--- src/rtl/fbu_pkg.sv ---
`timescale 1ns/1ps
package fbu_pkg;
  localparam int WORD_W     = 16;
  localparam int OPC_W      = 4;
  localparam int TGT_W      = 12;
  localparam int NUM_STAGES = 5;

  localparam logic [OPC_W-1:0] OPC_JUMP   = 4'hF;
  localparam logic [OPC_W-1:0] OPC_BRANCH = 4'hE;

  typedef logic [WORD_W-1:0] word_t;

  typedef enum logic [1:0] {
    MODE_FREEZE    = 2'd0,
    MODE_DELAY     = 2'd1,
    MODE_TAKEN     = 2'd2,
    MODE_NOT_TAKEN = 2'd3
  } bmode_e;

  typedef struct packed {
    logic  valid;
    logic  pred_tk;
    word_t pc;
    word_t instr;
  } slot_t;

  function automatic logic is_jump(word_t w);
    return w[WORD_W-1 -: OPC_W] == OPC_JUMP;
  endfunction

  function automatic logic is_branch(word_t w);
    return w[WORD_W-1 -: OPC_W] == OPC_BRANCH;
  endfunction

  function automatic word_t target_of(word_t w);
    return {{(WORD_W-TGT_W){1'b0}}, w[TGT_W-1:0]};
  endfunction
endpackage

--- src/rtl/fbu_pc_gen.sv ---
`timescale 1ns/1ps
module fbu_pc_gen
  import fbu_pkg::*;
#(
  parameter word_t RESET_PC = '0
) (
  input  logic  clk,
  input  logic  rst_n,
  input  logic  stall_i,
  input  logic  redirect_i,
  input  word_t redirect_pc_i,
  input  logic  hold_i,
  input  logic  predict_i,
  input  word_t predict_pc_i,
  output word_t pc_o
);
  word_t pc_q;
  word_t pc_d;
  logic  pc_en;

  // priority: resolved redirect, then freeze hold, then prediction, then +1
  always_comb begin
    pc_d = pc_q + word_t'(1);
    if (redirect_i)     pc_d = redirect_pc_i;
    else if (hold_i)    pc_d = pc_q;
    else if (predict_i) pc_d = predict_pc_i;
  end

  assign pc_en = ~stall_i;

  always_ff @(posedge clk or negedge rst_n) begin
    if (!rst_n)     pc_q <= RESET_PC;
    else if (pc_en) pc_q <= pc_d;
  end

  assign pc_o = pc_q;

  p_pc_stall_r10: assert property (@(posedge clk) disable iff (!rst_n)
    stall_i |=> $stable(pc_q));

  p_pc_seq_r2: assert property (@(posedge clk) disable iff (!rst_n)
    (!stall_i && !redirect_i && !hold_i && !predict_i) |=> (pc_q == $past(pc_q) + word_t'(1)));

  p_pc_redirect_r7: assert property (@(posedge clk) disable iff (!rst_n)
    (!stall_i && redirect_i) |=> (pc_q == $past(redirect_pc_i)));
endmodule

--- src/rtl/fbu_hazard_ctl.sv ---
`timescale 1ns/1ps
module fbu_hazard_ctl
  import fbu_pkg::*;
(
  input  bmode_e mode_i,
  input  word_t  fetch_instr_i,
  input  slot_t  id_i,
  input  slot_t  ex_i,
  input  logic   ex_taken_i,
  output logic   predict_o,
  output word_t  predict_pc_o,
  output logic   redirect_o,
  output word_t  redirect_pc_o,
  output logic   hold_o,
  output logic   kill_ifid_o,
  output logic   kill_idex_o,
  output logic   ex_mispredict_o
);
  logic  delay_mode;
  logic  ex_is_br;
  logic  id_jump;
  logic  id_br_wait;
  word_t ex_fix_pc;

  always_comb begin
    delay_mode      = (mode_i == MODE_DELAY);
    ex_is_br        = ex_i.valid && is_branch(ex_i.instr);
    ex_mispredict_o = ex_is_br && (ex_taken_i != ex_i.pred_tk);
    ex_fix_pc       = ex_taken_i ? target_of(ex_i.instr) : ex_i.pc + word_t'(1);

    // a jump already steered at fetch carries pred_tk and needs no redirect
    id_jump    = id_i.valid && is_jump(id_i.instr) && !id_i.pred_tk;
    id_br_wait = id_i.valid && is_branch(id_i.instr) && (mode_i == MODE_FREEZE);

    predict_o    = (mode_i == MODE_TAKEN) &&
                   (is_jump(fetch_instr_i) || is_branch(fetch_instr_i));
    predict_pc_o = target_of(fetch_instr_i);

    // the older instruction in execute wins over decode
    redirect_o    = ex_mispredict_o || id_jump;
    redirect_pc_o = ex_mispredict_o ? ex_fix_pc : target_of(id_i.instr);
    hold_o        = id_br_wait;

    kill_ifid_o = ex_mispredict_o || (id_jump && !delay_mode) || id_br_wait;
    kill_idex_o = ex_mispredict_o && !delay_mode;
  end
endmodule

--- src/rtl/fbu_pipe_regs.sv ---
`timescale 1ns/1ps
module fbu_pipe_regs
  import fbu_pkg::*;
#(
  parameter int STAGES = NUM_STAGES
) (
  input  logic              clk,
  input  logic              rst_n,
  input  logic              stall_i,
  input  slot_t             fetch_i,
  input  logic              kill_ifid_i,
  input  logic              kill_idex_i,
  output slot_t             id_o,
  output slot_t             ex_o,
  output slot_t             wb_o,
  output logic [STAGES-1:1] valid_o
);
  localparam int LAST = STAGES - 1;

  slot_t pipe_q [1:LAST];
  slot_t pipe_d [1:LAST];
  logic  adv_en;

  assign adv_en = ~stall_i;

  always_comb begin
    pipe_d[1]       = fetch_i;
    pipe_d[1].valid = fetch_i.valid & ~kill_ifid_i;
    pipe_d[2]       = pipe_q[1];
    pipe_d[2].valid = pipe_q[1].valid & ~kill_idex_i;
    for (int k = 3; k <= LAST; k++) pipe_d[k] = pipe_q[k-1];
  end

  always_ff @(posedge clk or negedge rst_n) begin
    if (!rst_n) begin
      for (int k = 1; k <= LAST; k++) pipe_q[k] <= '0;
    end else if (adv_en) begin
      for (int k = 1; k <= LAST; k++) pipe_q[k] <= pipe_d[k];
    end
  end

  for (genvar g = 1; g <= LAST; g++) begin : g_valid
    assign valid_o[g] = pipe_q[g].valid;
  end

  assign id_o = pipe_q[1];
  assign ex_o = pipe_q[2];
  assign wb_o = pipe_q[LAST];

  p_kill_ifid_r3: assert property (@(posedge clk) disable iff (!rst_n)
    (!stall_i && kill_ifid_i) |=> !pipe_q[1].valid);

  p_kill_idex_r7: assert property (@(posedge clk) disable iff (!rst_n)
    (!stall_i && kill_idex_i) |=> !pipe_q[2].valid);

  p_stage_hold_r10: assert property (@(posedge clk) disable iff (!rst_n)
    stall_i |=> ($stable(valid_o) && $stable(pipe_q[LAST].pc)));
endmodule

--- src/rtl/fetch_branch_unit.sv ---
`timescale 1ns/1ps
module fetch_branch_unit
  import fbu_pkg::*;
#(
  parameter word_t RESET_PC = '0,
  parameter int    STAGES   = NUM_STAGES
) (
  input  logic              clk,
  input  logic              rst_n,
  input  logic              stall_i,
  input  logic [1:0]        mode_i,
  input  logic              ex_taken_i,
  output logic [WORD_W-1:0] imem_addr_o,
  input  logic [WORD_W-1:0] imem_rdata_i,
  output logic              dec_valid_o,
  output logic [WORD_W-1:0] dec_pc_o,
  output logic [WORD_W-1:0] dec_instr_o,
  output logic [STAGES-1:0] stage_valid_o,
  output logic [1:0]        squash_o,
  output logic              retire_valid_o,
  output logic [WORD_W-1:0] retire_pc_o,
  output logic [WORD_W-1:0] retire_instr_o
);
  bmode_e mode;
  word_t  pc;
  slot_t  fetch_slot, id_slot, ex_slot, wb_slot;
  logic   predict, redirect, hold, kill_ifid, kill_idex, ex_mis;
  word_t  predict_pc, redirect_pc;
  logic [STAGES-1:1] vld;

  assign mode = bmode_e'(mode_i);

  fbu_pc_gen #(.RESET_PC(RESET_PC)) i_pc_gen (
    .clk          (clk),
    .rst_n        (rst_n),
    .stall_i      (stall_i),
    .redirect_i   (redirect),
    .redirect_pc_i(redirect_pc),
    .hold_i       (hold),
    .predict_i    (predict),
    .predict_pc_i (predict_pc),
    .pc_o         (pc)
  );

  always_comb begin
    fetch_slot.valid   = 1'b1;
    fetch_slot.pred_tk = predict;
    fetch_slot.pc      = pc;
    fetch_slot.instr   = imem_rdata_i;
  end

  fbu_hazard_ctl i_hazard (
    .mode_i         (mode),
    .fetch_instr_i  (imem_rdata_i),
    .id_i           (id_slot),
    .ex_i           (ex_slot),
    .ex_taken_i     (ex_taken_i),
    .predict_o      (predict),
    .predict_pc_o   (predict_pc),
    .redirect_o     (redirect),
    .redirect_pc_o  (redirect_pc),
    .hold_o         (hold),
    .kill_ifid_o    (kill_ifid),
    .kill_idex_o    (kill_idex),
    .ex_mispredict_o(ex_mis)
  );

  fbu_pipe_regs #(.STAGES(STAGES)) i_pipe (
    .clk        (clk),
    .rst_n      (rst_n),
    .stall_i    (stall_i),
    .fetch_i    (fetch_slot),
    .kill_ifid_i(kill_ifid),
    .kill_idex_i(kill_idex),
    .id_o       (id_slot),
    .ex_o       (ex_slot),
    .wb_o       (wb_slot),
    .valid_o    (vld)
  );

  assign imem_addr_o           = pc;
  assign dec_valid_o           = id_slot.valid;
  assign dec_pc_o              = id_slot.pc;
  assign dec_instr_o           = id_slot.instr;
  assign stage_valid_o[0]      = ~kill_ifid;
  assign stage_valid_o[STAGES-1:1] = vld;
  assign squash_o              = {kill_idex, kill_ifid};
  assign retire_valid_o        = wb_slot.valid & ~stall_i;
  assign retire_pc_o           = wb_slot.pc;
  assign retire_instr_o        = wb_slot.instr;

  p_freeze_jump_r3: assert property (@(posedge clk) disable iff (!rst_n)
    (mode == MODE_FREEZE && id_slot.valid && is_jump(id_slot.instr) && !ex_mis && !stall_i)
    |=> (!id_slot.valid && imem_addr_o == $past(target_of(id_slot.instr))));

  p_delay_slot_r4: assert property (@(posedge clk) disable iff (!rst_n)
    (mode == MODE_DELAY && id_slot.valid &&
     (is_jump(id_slot.instr) || is_branch(id_slot.instr)) && !ex_mis && !stall_i)
    |=> (id_slot.valid && id_slot.pc == $past(id_slot.pc) + word_t'(1)));

  p_taken_guess_r5: assert property (@(posedge clk) disable iff (!rst_n)
    (mode == MODE_TAKEN && (is_jump(imem_rdata_i) || is_branch(imem_rdata_i)) &&
     !redirect && !stall_i)
    |=> (imem_addr_o == $past(target_of(imem_rdata_i))));

  p_ex_flush_r7: assert property (@(posedge clk) disable iff (!rst_n)
    (ex_mis && !stall_i && mode != MODE_DELAY) |=> (!id_slot.valid && !ex_slot.valid));

  p_ex_priority_r9: assert property (@(posedge clk) disable iff (!rst_n)
    (ex_mis && !stall_i)
    |=> (imem_addr_o == $past(ex_taken_i ? target_of(ex_slot.instr)
                                         : ex_slot.pc + word_t'(1))));
endmodule

--- config.mk ---
export PLATFORM = sky130hd
export DESIGN_NAME = fetch_branch_unit
export DESIGN_NICKNAME = d
export VERILOG_FILES = /design/src/rtl/fbu_pkg.sv /design/src/rtl/fbu_pc_gen.sv /design/src/rtl/fbu_hazard_ctl.sv /design/src/rtl/fbu_pipe_regs.sv /design/src/rtl/fetch_branch_unit.sv
export SDC_FILE = /design/constraint.sdc
export NUM_CORES = 1
export LEC_CHECK = 0
export BUFFER_PORTS_ARGS = -buffer_cell sky130_fd_sc_hd__buf_2
export CAP_MARGIN = 40
export CORE_MARGIN = 5
export CORE_UTILIZATION = 33
export DETAILED_ROUTE_END_ITERATION = 6
export SLEW_MARGIN = 20
export SYNTH_ARGS = -nofsm -noshare
export SYNTH_HDL_FRONTEND = slang
export SYNTH_SLANG_ARGS = --single-unit
export TNS_END_PERCENT = 20
--- constraint.sdc ---
create_clock -name clk -period 4 [get_ports clk]
set_input_delay 0.6 -clock clk [delete_from_list [all_inputs] [get_ports clk]]
set_output_delay 0.6 -clock clk [all_outputs]
set_load 0.005 [all_outputs]
**Word level (Yosys, flattened, before mapping)**

Index checks and enable logic that the tools add are counted.

- Bits in registers: 150
- Input port bits: 22
- Output and inout bits: 89

- $add $sub $neg: 2
- Eq/ne operators: 9
- Multiplexer cells: 5
- Bitwise logic cells: 5
- Reduce and logical (&&, ||, !) cells: 17

Operators with widths:

| operator | count |
|---|---|
| 16-bit two-way mux | 5 |
| 16-bit by 1-bit adder with 16-bit output, second input constant | 2 |
| 4-bit == test, second input constant | 5 |
| 1-bit logical AND | 9 |
| 1-bit logical OR | 4 |
| 1-bit inverter | 3 |
| 1-bit AND | 2 |
| 2-bit by 1-bit == test with 1-bit output, second input constant | 1 |
| 2-bit == test, second input constant | 1 |
| 1-bit logical NOT | 2 |
| 2-bit logical NOT | 1 |
| 2-bit by 1-bit inequality test with 1-bit output, second input constant | 1 |
| 2-bit AND reduction | 1 |
| 1-bit inequality test | 1 |

**Depth between registers and ports, before layout**

Gate-level depths: netlist of the first run.

- Depth after elaboration: 7
- Gate-level depth with buffers: 8

**Hierarchy**

From an unflattened synthesis of the first run, not the netlist that was laid out.

- Cell total of the unflattened synthesis: 639
- Area total of the unflattened synthesis: 7756.2 µm²

Modules (own cells, without submodules):

| module | instances | cells each | area each (µm²) |
|---|---|---|---|
| fbu_pipe_regs | 1 | 362 | 5637.9 |
| fbu_pc_gen | 1 | 146 | 1222.4 |
| fbu_hazard_ctl | 1 | 126 | 859.6 |
| fetch_branch_unit | 1 | 5 | 36.3 |

**Worst setup path after synthesis of the first run**

OpenSTA, ideal clock, no wires.

- Path type: input-to-output
- From: input ex_taken_i
- To: output stage_valid_o[0]
- Data arrival time: 1.686 ns
- Required time: 3.400 ns
- Setup slack: 1.714 ns
- Stages on the path: 7
- Buffers on the path: 3
- Cell sequence: buf_4 -> xnor2_1 -> or3_4 -> buf_6 -> o21ai_1 -> inv_1 -> buf_4

RTL lines:

| item | line | RTL |
|---|---|---|
| start, declared | fetch_branch_unit.sv:12 | `input logic ex_taken_i,` |
| end, declared | fetch_branch_unit.sv:18 | `output logic [STAGES-1:0] stage_valid_o,` |

**Worst setup path in the final report of the first run**

- From: register i_pipe.id_o[33] (netlist name)
- To: output stage_valid_o[0]

- Longest elaborated chain between the ends: 6
- Elaborated cells on any way between the ends: 8

Ends and longest elaborated chain:

| item | line | RTL |
|---|---|---|
| 1-bit logical AND (2 in series) | fbu_hazard_ctl.sv:32 | `id_jump = id_i.valid && is_jump(id_i.instr) && !id_i.pred_tk;` |
| 1-bit logical AND | fbu_hazard_ctl.sv:44 | `kill_ifid_o = ex_mispredict_o \|\| (id_jump && !delay_mode) \|\| id_br_wait;` |
| 1-bit logical OR | fbu_hazard_ctl.sv:44 |  |
| 1-bit logical OR (*) | fbu_hazard_ctl.sv:44 |  |
| 1-bit inverter (*) | fetch_branch_unit.sv:85 | `assign stage_valid_o[0] = ~kill_ifid;` |

Mark *: on every way between the ends. The rest lies on a longest branch, timed or not.

==> results by group, run 1 <==
Logic synthesis
  – Cells after Synth: 592
  – Syn Area/Cell: around 12 um^2
  – Yosys reg bits: 150
  – Mapped Nets: between 600 and 700
  – Post-synth EDFFs: 0
  – Asr flop ratio synth: 100.0%
  – Count of cell types in the netlist: 58
  – Synthesized cell area: around 7100 um^2
  – Seq/Total Area, Yosys: about 53%
  – Ys Warns: 0
  – Top_reg_cell synth: dfrtp_1

Power
  – Pleak: 3.523 nW
  – P per Cell Area: 610.6 nW/um^2
  – Worst vdd ir: roughly 350 uV

Cells and area
  – Final Util: about two fifths
  – Area delta synth->final: 14.25%
  – Number of diodes: 0
  – Nets: around 670
  – Share of layout cells above drive strength 1: 42.01%
  – Filler Cell Count: 2,087

Clock network
  – Hold Buf Count CTS: 0
  – Clk_lat worst skew: around 420 ps
  – PostCTS Resize Cnt: 0
  – Deepest clock path buffer count: 2
  – Worst-path clk slew: about 60 ps
  – Post-CTS Setup Repair Bufs: 0
  – Num CTS Buffers: 17
  – CTS H-tree depth: 4
  – # clock sinks: 150
  – CTS tree: yes
  – Clk root buf: clkbuf_16

STA
  – Minimum clock period: about 2800 ps
  – Highest clock rate: about 350 MHz
  – Final worst-path cycle share: 70.80%
  – Final-report max-slew violation count: 0
  – Post-route setup TNS: 0 ps
  – # setup viols final: 0
  – Worst slew margin: 47.69%
  – Unrepaired setup endpoints after global routing: false
  – Setup Skew: slightly below 8 ps
  – Final Hold Vio Count: 0
  – Worst slew pin tran: 784.6 ps

Critical path
  – Critical Path Start: i_pipe.id_o[33]$_DFFE_PN0N_
  – Buf/Inv on CP: 2
  – Largest stage delay on the critical path: 660 ps
  – CP Cell Sequence: nand4_1 -> nor3b_2 -> nor2_1 -> o21ai_1 -> inv_1 -> buf_2
  – Startpoint class of the critical path: register
  – Worst EP arrival: approximately 2200 ps
  – Crit path required time: ~3400 ps
  – Crit path max fanout: 10
  – Slowest-stage cell, CP: nor3b_2
  – Reg-to-Reg Start: i_pipe.ex_o[12]$_DFFE_PN0N_
  – Top delay family on crit path: simple AND/OR/NAND/NOR gates
  – Worst Setup End Kind: primary output
  – CP Class: register to primary output

Floorplan
  – Die width: around 160 um
  – Die area: ~25,000 um^2
  – # IOs: about 110
  – Initial Utilization: between 30% and 40%
  – Rows: 53
  – Total core area: roughly 21,000 um^2
  – Die span in y: between 150 and 200 um

Run
  – Max-Cap Viols: 0

Detailed routing
  – # DRC: 0
  – TritonRoute pass-1 iters: 4
  – WL per Instance: approximately 18 um
  – Detail-routed via count per cell: about 4.9
  – Vias post-DR: roughly 4,600
  – DRT iter0 DRCs: approximately 290
  – Detail Route Antenna Nets: 0
  – Final wirelength: ~17 mm

Placement
  – DP Wirelength: roughly 12 mm
  – RePlAce Congestion: 0.8472
  – Buffers added on ports: 110

GRT
  – Initial antenna violation count: 0
  – Largest net degree at the start of global routing: 90
  – Grt ovf: 0
  – Total GRT Usage: about 14%
  – Vias in the first global route: approximately 4,600
  – First-pass GRT wire length: 26.77 mm

Run status
  – Status: complete, no violations

Worst hold path
  – Worst min path class: input pin to async pin
## stage by stage
stage | cell area (um^2) | hold slack [ps] | setup WS [ps] | std cells | total power [mW]
after detailed placement | 7535 | 475.0 | 1450 | 899 | 3.443
after global routing | 8147 | 16.44 | 996.7 | 932 | 5.278
final | 8147 | 24.66 | 1168 | 932 | 4.974
after CTS | 8119 | 293.7 | 1107 | 931 | 5.052
after floorplan | 7131 | 304.4 | 1714 | 592 | 3.047
after global placement | 7535 | 465.8 | 1505 | 899 | 3.417
## routing by layer
layer	vias up	track usage, %	wire [um]
met4	0	4.091	212
met1	2296	19.95	8114
met2	103	21.55	7607
li1	2171	-	-
met3	16	3.079	910
met5	-	0	0
## synth_stat cells (10+ instances only)
cell / n / area share, %
a21oi_1: 12 / 0.84
buf_4: 56 / 5.9
clkbuf_1: 16 / 0.84
dfrtp_1: 150 / 53
inv_1: 12 / 0.63
mux2_2: 123 / 19
nand2_1: 32 / 1.7
nand3_1: 11 / 0.77
nor2_1: 28 / 1.5
nor3_1: 10 / 0.70
o21ai_0: 19 / 1.3
xnor2_1: 13 / 1.6
## power by group
part	internal [mW]	total [mW]	switching [mW]	leakage (nW)
Clock	0.953	1.58	0.626	0.280
Sequential	1.91	2.32	0.408	1.77
Combinational	0.600	1.07	0.475	1.47
Total	3.47	4.97	1.51	3.52
## state kept, by name, summed over array words and instances (netlist names)
name            count
i_pipe.ex_o        34
i_pipe.id_o        34
i_pipe.pipe_d      32
i_pipe.wb_o        32
i_pc_gen.pc_o      16
i_pipe.valid_o      2
## cells in the final DEF (no fill, tap or decap), types with 4 or more instances in the layout
| cell type | count |
|---|---|
| inv_1 | 12 |
| xor2_1 | 8 |
| mux2_2 | 123 |
| a21oi_1 | 12 |
| buf_2 | 108 |
| nor2_1 | 28 |
| nor3_1 | 10 |
| nand2_1 | 32 |
| clkbuf_16 | 17 |
| and3_1 | 4 |
| o21ai_1 | 5 |
| nand3_1 | 11 |
| nand4_1 | 8 |
| o21ai_0 | 19 |
| a211o_1 | 6 |
| xnor2_1 | 13 |
| a31oi_1 | 7 |
| o211ai_1 | 6 |
| dfrtp_1 | 150 |
## worst reg2reg max path, cell delays in order (launching register included)
cell and delay [ps]:
dfrtp_1 390, nand3b_1 330, or3_4 560, a21o_1 400, a311oi_1 340, a31oi_1 110
## final timing paths
kind                                                      end  slack, ps  cells after the start
worst max-delay path                         stage_valid_o[0]       1170                      6
worst min-delay path             i_pc_gen.pc_o[0]$_DFFE_PN0P_         20                      1
worst max register to register   i_pc_gen.pc_o[9]$_DFFE_PN0P_       1740                      5
worst min register to register  i_pipe.pipe_d[28]$_DFFE_PN0N_        490                      2
max in group asynchronous         i_pipe.ex_o[11]$_DFFE_PN0N_       3370                      2
min in group clk                  i_pipe.id_o[12]$_DFFE_PN0N_        410                      2
## cell families after synthesis
family,count (synthesis),synth area share (%)
simple gates,117,8.458
fa+ha+maj,2,0.3509
compound gates,83,7.984
mux,125,19.71
buf+inv,94,8.282
flops,150,52.64
xor+xnor,21,2.579
## layout make-up
type / count / area (um^2) / area share, %
Tap cell: 275 / 344.1 / 4.224
Clock buffer: 21 / 460.4 / 5.652
Inverter: 12 / 45.04 / 0.5529
Sequential cell: 150 / 3754 / 46.08
Clock inverter: 11 / 123.9 / 1.521
Timing Repair Buffer: 115 / 633.1 / 7.771
Multi-Input combinational cell: 348 / 2786 / 34.20
(Power assumes the default switching activity.)
==> run 2: changes to the inputs <==
- clock period: 4 -> 2.87 ns (I/O delays scaled with it)
==> run 2 against run 1 <==
Against the previous run:
- the run now ends with hold timing left
- register-to-register slack got worse by 1100 ps
- final cell count is 0.43% higher
- power grew 39%
- critical path type unchanged
- largest power group unchanged
==> results by group, run 2 (synthesis results as in run 1) <==
Critical path
  – Reg-to-reg endpoint: i_pc_gen.pc_o[10]$_DFFE_PN0P_
  – Worst Setup EP: stage_valid_o[0]
  – Worst EP arrival: 1940 ps (-290 ps)
  – Critical Path Start: i_pipe.ex_o[12]$_DFFE_PN0N_
  – CP Class: register to primary output
  – Startpoint class of the critical path: register
  – Reg2Reg Setup Slack: 690 ps (-1050 ps)
  – Worst r2r path cells: 5 (unchanged)
  – Crit path required time: 2440 ps (-960 ps)
  – Reg-to-Reg Start: i_pipe.ex_o[12]$_DFFE_PN0N_
  – Crit path max fanout: 12 (+2)
  – Worst Setup End Kind: primary output

Clock network
  – Num CTS Buffers: 17 (unchanged)
  – # clock sinks: 150 (unchanged)
  – Deepest clock path buffer count: 2 (unchanged)
  – Clk_lat worst skew: 420 ps (about the same)
  – Post-CTS Setup Repair Bufs: 0 (unchanged)
  – Worst-path clk slew: 60 ps (about the same)
  – Hold Buf Count CTS: 0 (unchanged)
  – Clk root buf: clkbuf_16
  – CTS tree: yes
  – PostCTS Resize Cnt: 0 (unchanged)
  – CTS H-tree depth: 4 (unchanged)

Power
  – Power, Total: 6.929 mW (+39%)
  – P per Cell Area: 847.6 nW/um^2 (+39%)
  – Pleak: 3.540 nW (+0.49%)
  – Worst vdd ir: 443.7 uV (+28%)

Detailed routing
  – TritonRoute pass-1 iters: 5 (+1)
  – # DRC: 0 (unchanged)
  – Vias post-DR: 4,550 (-0.78%)
  – Detail Route Antenna Nets: 0 (unchanged)
  – Final wirelength: 16.97 mm (+0.73%)
  – Detail-routed via count per cell: 4.861 (-1.2%)
  – DRT iter0 DRCs: 294 (+2.1%)
  – WL per Instance: 18.13 um (+0.30%)

Cells and area
  – Leading cell type in the layout, fill and taps excluded: dfrtp_1
  – Area delta synth->final: 14.65%
  – Share of layout cells above drive strength 1: 42.66% (+0.65 points)
  – Filler Cell Count: 2,079 (-0.38%)
  – Final Cell Area: 8175 um^2 (+0.35%)
  – Number of diodes: 0 (unchanged)
  – Nets: 672 (+0.60%)
  – Most frequent cells in the layout: 150 x dfrtp_1, 123 x mux2_2, 108 x buf_2

Run status
  – Status: finished, violations left
  – Violated checks: hold timing

STA
  – # setup viols final: 0 (unchanged)
  – Minimum clock period: about 2400 ps
  – Setup Skew: 9.667 ps (+1.850 ps)
  – Final Hold Vio Count: 1 (+1)
  – Post-route setup TNS: 0 ps (unchanged)
  – Final-report max-slew violation count: 0 (unchanged)
  – Hold Slack: -1.170 ps (-25.83 ps)
  – Unrepaired setup endpoints after global routing: false
  – Worst slew pin tran: 627.3 ps (-157.3 ps)
  – Setup WS post-layout: 500.8 ps (-667.1 ps)
  – Highest clock rate: around 420 MHz
  – Final worst-path cycle share: 82.55%
  – Worst slew margin: 58.18% (+10 points)

Placement
  – Pre-CTS setup slack: 691.6 ps (-758.5 ps)
  – RePlAce Congestion: 0.8285 (-2.2%)
  – Post-place instance area: 7597 um^2 (+0.83%)
  – DP Wirelength: 12.20 mm (+2.2%)
  – Buffers added on ports: 110 (unchanged)

Floorplan
  – # IOs: 111 (unchanged)
  – Die area: 24,650 um^2 (unchanged)
  – Total core area: 21,150 um^2 (unchanged)
  – Die span in y: 157.0 um (unchanged)
  – Rows: 53 (unchanged)
  – Initial Utilization: 33.71% (unchanged)
  – Die width: 157.0 um (unchanged)

GRT
  – Initial antenna violation count: 1 (+1)
  – Largest net degree at the start of global routing: 67 (-26%)
  – Met2 usage: 21.50% (-0.041 points)
  – GR Layer Usage met3: 3.629% (+0.55 points)
  – Busiest grt layer: met2
  – Vias in the first global route: 4,640 (+0.65%)
  – First-pass GRT wire length: 26.94 mm (+0.64%)
  – Total GRT Usage: 14.10% (+0.084 points)
  – Met1 usage: 20.29% (+0.34 points)
  – Grt ovf: 0 (unchanged)

Run
  – Max-Cap Viols: 0 (unchanged)

Worst hold path
  – Worst min path class: input pin to async pin
run 2: how the worst min path moves through the flow:
| stage | from | end | slack, ps |
|---|---|---|---|
| floorplan | rst_n | i_pc_gen.pc_o[0]$_DFFE_PN0P_ | 130 |
| global placement | rst_n | i_pipe.wb_o[9]$_DFFE_PN0N_ | 460 |
| detailed placement | rst_n | i_pipe.wb_o[8]$_DFFE_PN0N_ | 460 |
| CTS | rst_n | i_pipe.pipe_d[10]$_DFFE_PN0N_ | 5 |
| global route | rst_n | i_pipe.pipe_d[10]$_DFFE_PN0N_ | 30 |
| finish | rst_n | i_pipe.wb_o[9]$_DFFE_PN0N_ | -1 |
run 2: final cells by class:
type / count / area (um^2) / share of cell area, %
inverters: 12 / 45.04 / 0.5510
flip-flops and latches: 150 / 3754 / 45.91
repair buffers: 119 / 668.1 / 8.173
clock buffers: 18 / 439.2 / 5.372
well taps: 275 / 344.1 / 4.209
multi-input cells: 348 / 2786 / 34.08
clock inverters: 14 / 138.9 / 1.699
run 2: through the flow:
stage | cells | utilization, %
final | 936 | 38.65
after CTS | 936 | 38.65
after global placement | 904 | 35.91
after global routing | 936 | 38.65
after detailed placement | 904 | 35.91
after floorplan | 592 | -
run 2: per-layer routing:
metal,wire length [um],share of wire (%)
met3,1036,6.1
met5,20,0.12
met1,8017,47
met2,7755,46
met4,138,0.81
run 2: report_power, final:
group	leakage (nW)	switching, mW	internal, mW	total (mW)
registers	1.77	0.574	2.67	3.24
clock network	0.277	0.948	1.24	2.19
logic	1.49	0.663	0.840	1.50
run 2: worst max-delay path, cell delays in order, from the launching register on:
cell and delay (ps):
dfrtp_1 380, nand3b_1 270, or3_4 520, o21ai_1 170
inv_1 60, buf_2 120
==> run 3: changes to the inputs <==
- clock period: 2.87 -> 2.4 ns (I/O delays scaled with it)
==> run 3 against run 2 <==
Against the previous run:
- the flow now finishes without violations
- power increased by 19%
- worst hold slack improved by 170 ps
- combinational power increased by 23%
==> results by group, run 3 (synthesis results as in run 1) <==
Run status
  – Status: complete, no violations

STA
  – Final worst-path cycle share: 90.52%
  – Post-route setup TNS: 0 ps (unchanged)
  – Minimum clock period: 2172 ps
  – Final-report max-slew violation count: 0 (unchanged)
  – Unrepaired setup endpoints after global routing: false
  – Hold Slack: 165.0 ps (+166.1 ps)
  – Worst slew pin tran: 470.0 ps (-157.4 ps)
  – Setup WS post-layout: 227.6 ps (-273.2 ps)
  – Setup Skew: 10.92 ps (+1.254 ps)
  – Worst slew margin: 68.55% (+10 points)
  – Final Hold Vio Count: 0 (-1)
  – # setup viols final: 0 (unchanged)
  – Highest clock rate: ~460 MHz

Power
  – Power, Total: 8.279 mW (+19%)
  – Logic gate share of total power: 22.2% (+0.5 points)
  – Net load switching power: 2.622 mW (+20%)
  – Pint: 5.657 mW (+19%)
  – Pleak: 3.572 nW (+0.92%)
  – Worst vdd ir: 526.8 uV (+19%)
  – Reg power frac: 46.6% (-0.2 points)
  – P per Cell Area: 1007 nW/um^2 (+19%)
  – Switching Share: 31.68% (+0.15 points)
  – Clk pwr share: 31.2% (-0.4 points)

Cells and area
  – Nets: 679 (+1.0%)
  – Leading cell type in the layout, fill and taps excluded: dfrtp_1
  – Filler Cell Count: 2,047 (-1.5%)
  – Share of layout cells above drive strength 1: 43.11% (+0.45 points)
  – Final Cell Area: 8218 um^2 (+0.52%)
  – Post-route non-filler standard cell count: 943 (+0.75%)
  – Most frequent cells in the layout: 150 x dfrtp_1, 123 x mux2_2, 108 x buf_2
  – Number of diodes: 0 (unchanged)
  – Final Util: 38.85% (+0.20 points)
  – Area delta synth->final: 15.25%

Detailed routing
  – WL per Instance: 18.07 um (-0.34%)
  – Vias post-DR: 4,691 (+3.1%)
  – Final wirelength: 17.04 mm (+0.40%)
  – TritonRoute pass-1 iters: 5 (unchanged)
  – # DRC: 0 (unchanged)
  – Detail-routed via count per cell: 4.975 (+2.3%)
  – DRT iter0 DRCs: 249 (-15%)
  – Detail Route Antenna Nets: 0 (unchanged)

GRT
  – First-pass GRT wire length: 27.68 mm (+2.7%)
  – Largest net degree at the start of global routing: 58 (-13%)
  – Vias in the first global route: 4,752 (+2.4%)
  – Initial antenna violation count: 1 (unchanged)
  – Grt ovf: 0 (unchanged)
  – Total GRT Usage: 14.43% (+0.33 points)

Placement
  – Buffers added on ports: 110 (unchanged)
  – Pre-CTS setup slack: 292.0 ps (-399.6 ps)
  – Inst Count DP: 908 (+0.44%)
  – DP Wirelength: 12.51 mm (+2.5%)
  – RePlAce Congestion: 0.8206 (-0.95%)
  – Post-place instance area: 7627 um^2 (+0.40%)

Floorplan
  – Rows: 53 (unchanged)
  – # IOs: 111 (unchanged)
  – Initial Utilization: 33.71% (unchanged)
  – Die area: 24,650 um^2 (unchanged)
  – Total core area: 21,150 um^2 (unchanged)
  – Die span in y: 157.0 um (unchanged)
  – Die width: 157.0 um (unchanged)

Critical path
  – Reg-to-Reg Start: i_pipe.ex_o[12]$_DFFE_PN0N_
  – Reg2Reg Setup Slack: 250 ps (-440 ps)
  – Worst r2r path cells: 7 (+2)
  – Crit path max fanout: 5 (-7)
  – Startpoint class of the critical path: register
  – Worst Setup End Kind: primary output
  – Reg-to-reg endpoint: i_pc_gen.pc_o[11]$_DFFE_PN0P_
  – CP Class: register to primary output
  – Crit path required time: 2040 ps (-400 ps)
  – Worst EP arrival: 1810 ps (-130 ps)

Clock network
  – Worst-path clk slew: 60 ps (about the same)
  – PostCTS Resize Cnt: 0 (unchanged)
  – Num CTS Buffers: 17 (unchanged)
  – CTS tree: yes
  – Deepest clock path buffer count: 2 (unchanged)
  – # clock sinks: 150 (unchanged)
  – Clk root buf: clkbuf_16
  – CTS H-tree depth: 4 (unchanged)
  – Clk_lat worst skew: 430 ps (about the same)

Run
  – Max-Cap Viols: 0 (unchanged)

Worst hold path
  – Hold Startpoint: imem_rdata_i[12]
  – WHS Path Cells: 2
  – Worst min path class: input pin to register
  – Hold endpoint: i_pipe.id_o[12]$_DFFE_PN0N_
run 3: cell types whose count changed in the layout (fill, tap and decap cells not counted):
| cell | delta |
|---|---|
| clkinv_4 | -1 |
| clkbuf_8 | -1 |
| clkinv_2 | +3 |
| clkinvlp_4 | -1 |
| inv_6 | -1 |
| dlygate4sd3_1 | +1 |
| buf_4 | +6 |
| inv_8 | +1 |
run 3: cell type report:
class	instances	area (um^2)	share of cell area [%]
Inverter	12	45.04	0.5481
Sequential cell	150	3754	45.68
Clock inverter	15	140.1	1.705
Tap cell	275	344.1	4.187
Timing Repair Buffer	126	723.2	8.800
Multi-Input combinational cell	348	2786	33.91
Clock buffer	17	425.4	5.177
run 3: per-layer routing:
layer	share of wire (%)	wire [um]	track usage [%]	vias up
met3	5.7	967	3.409	22
met2	46	7791	21.85	129
met5	0.076	13	0	-
met4	1.5	250	4.959	2
met1	47	8012	20.37	2335
li1	-	-	-	2203
run 3: what timing repair did:
item | in CTS | in global routing
buffers inserted | 0 | 2
hold endpoints to repair | 30 | 0
endpoints found under the setup margin | 0 | 3
hold buffers | 1 | 0
run 3: worst max path at each step:
stage	startpoint	to	cells past startpoint
2_1_floorplan	ex_taken_i	stage_valid_o[0]	7
3_3_place_gp	i_pipe.ex_o[12]$_DFFE_PN0N_	i_pc_gen.pc_o[11]$_DFFE_PN0P_	6
3_5_place_dp	i_pipe.ex_o[12]$_DFFE_PN0N_	i_pc_gen.pc_o[11]$_DFFE_PN0P_	6
4_1_cts	i_pipe.ex_o[12]$_DFFE_PN0N_	stage_valid_o[0]	5
5_1_grt	i_pipe.ex_o[12]$_DFFE_PN0N_	stage_valid_o[0]	5
6_report	i_pipe.ex_o[12]$_DFFE_PN0N_	stage_valid_o[0]	5
run 3: power by group through the flow:
stage	Clock (mW)	Combinational [mW]	Sequential [mW]
floorplan	0	1.43	3.65
global placement	0	1.84	3.89
detailed placement	0	1.86	3.92
CTS	2.67	1.87	3.87
global route	2.76	2.05	3.97
finish	2.58	1.84	3.86
run 3: worst max-delay path, cell delays in order, from the launching register on:
cell and delay [ps]:
dfrtp_1 380, nand3b_1 270, or3_4 410, o21ai_1 150, inv_1 60, buf_2 120
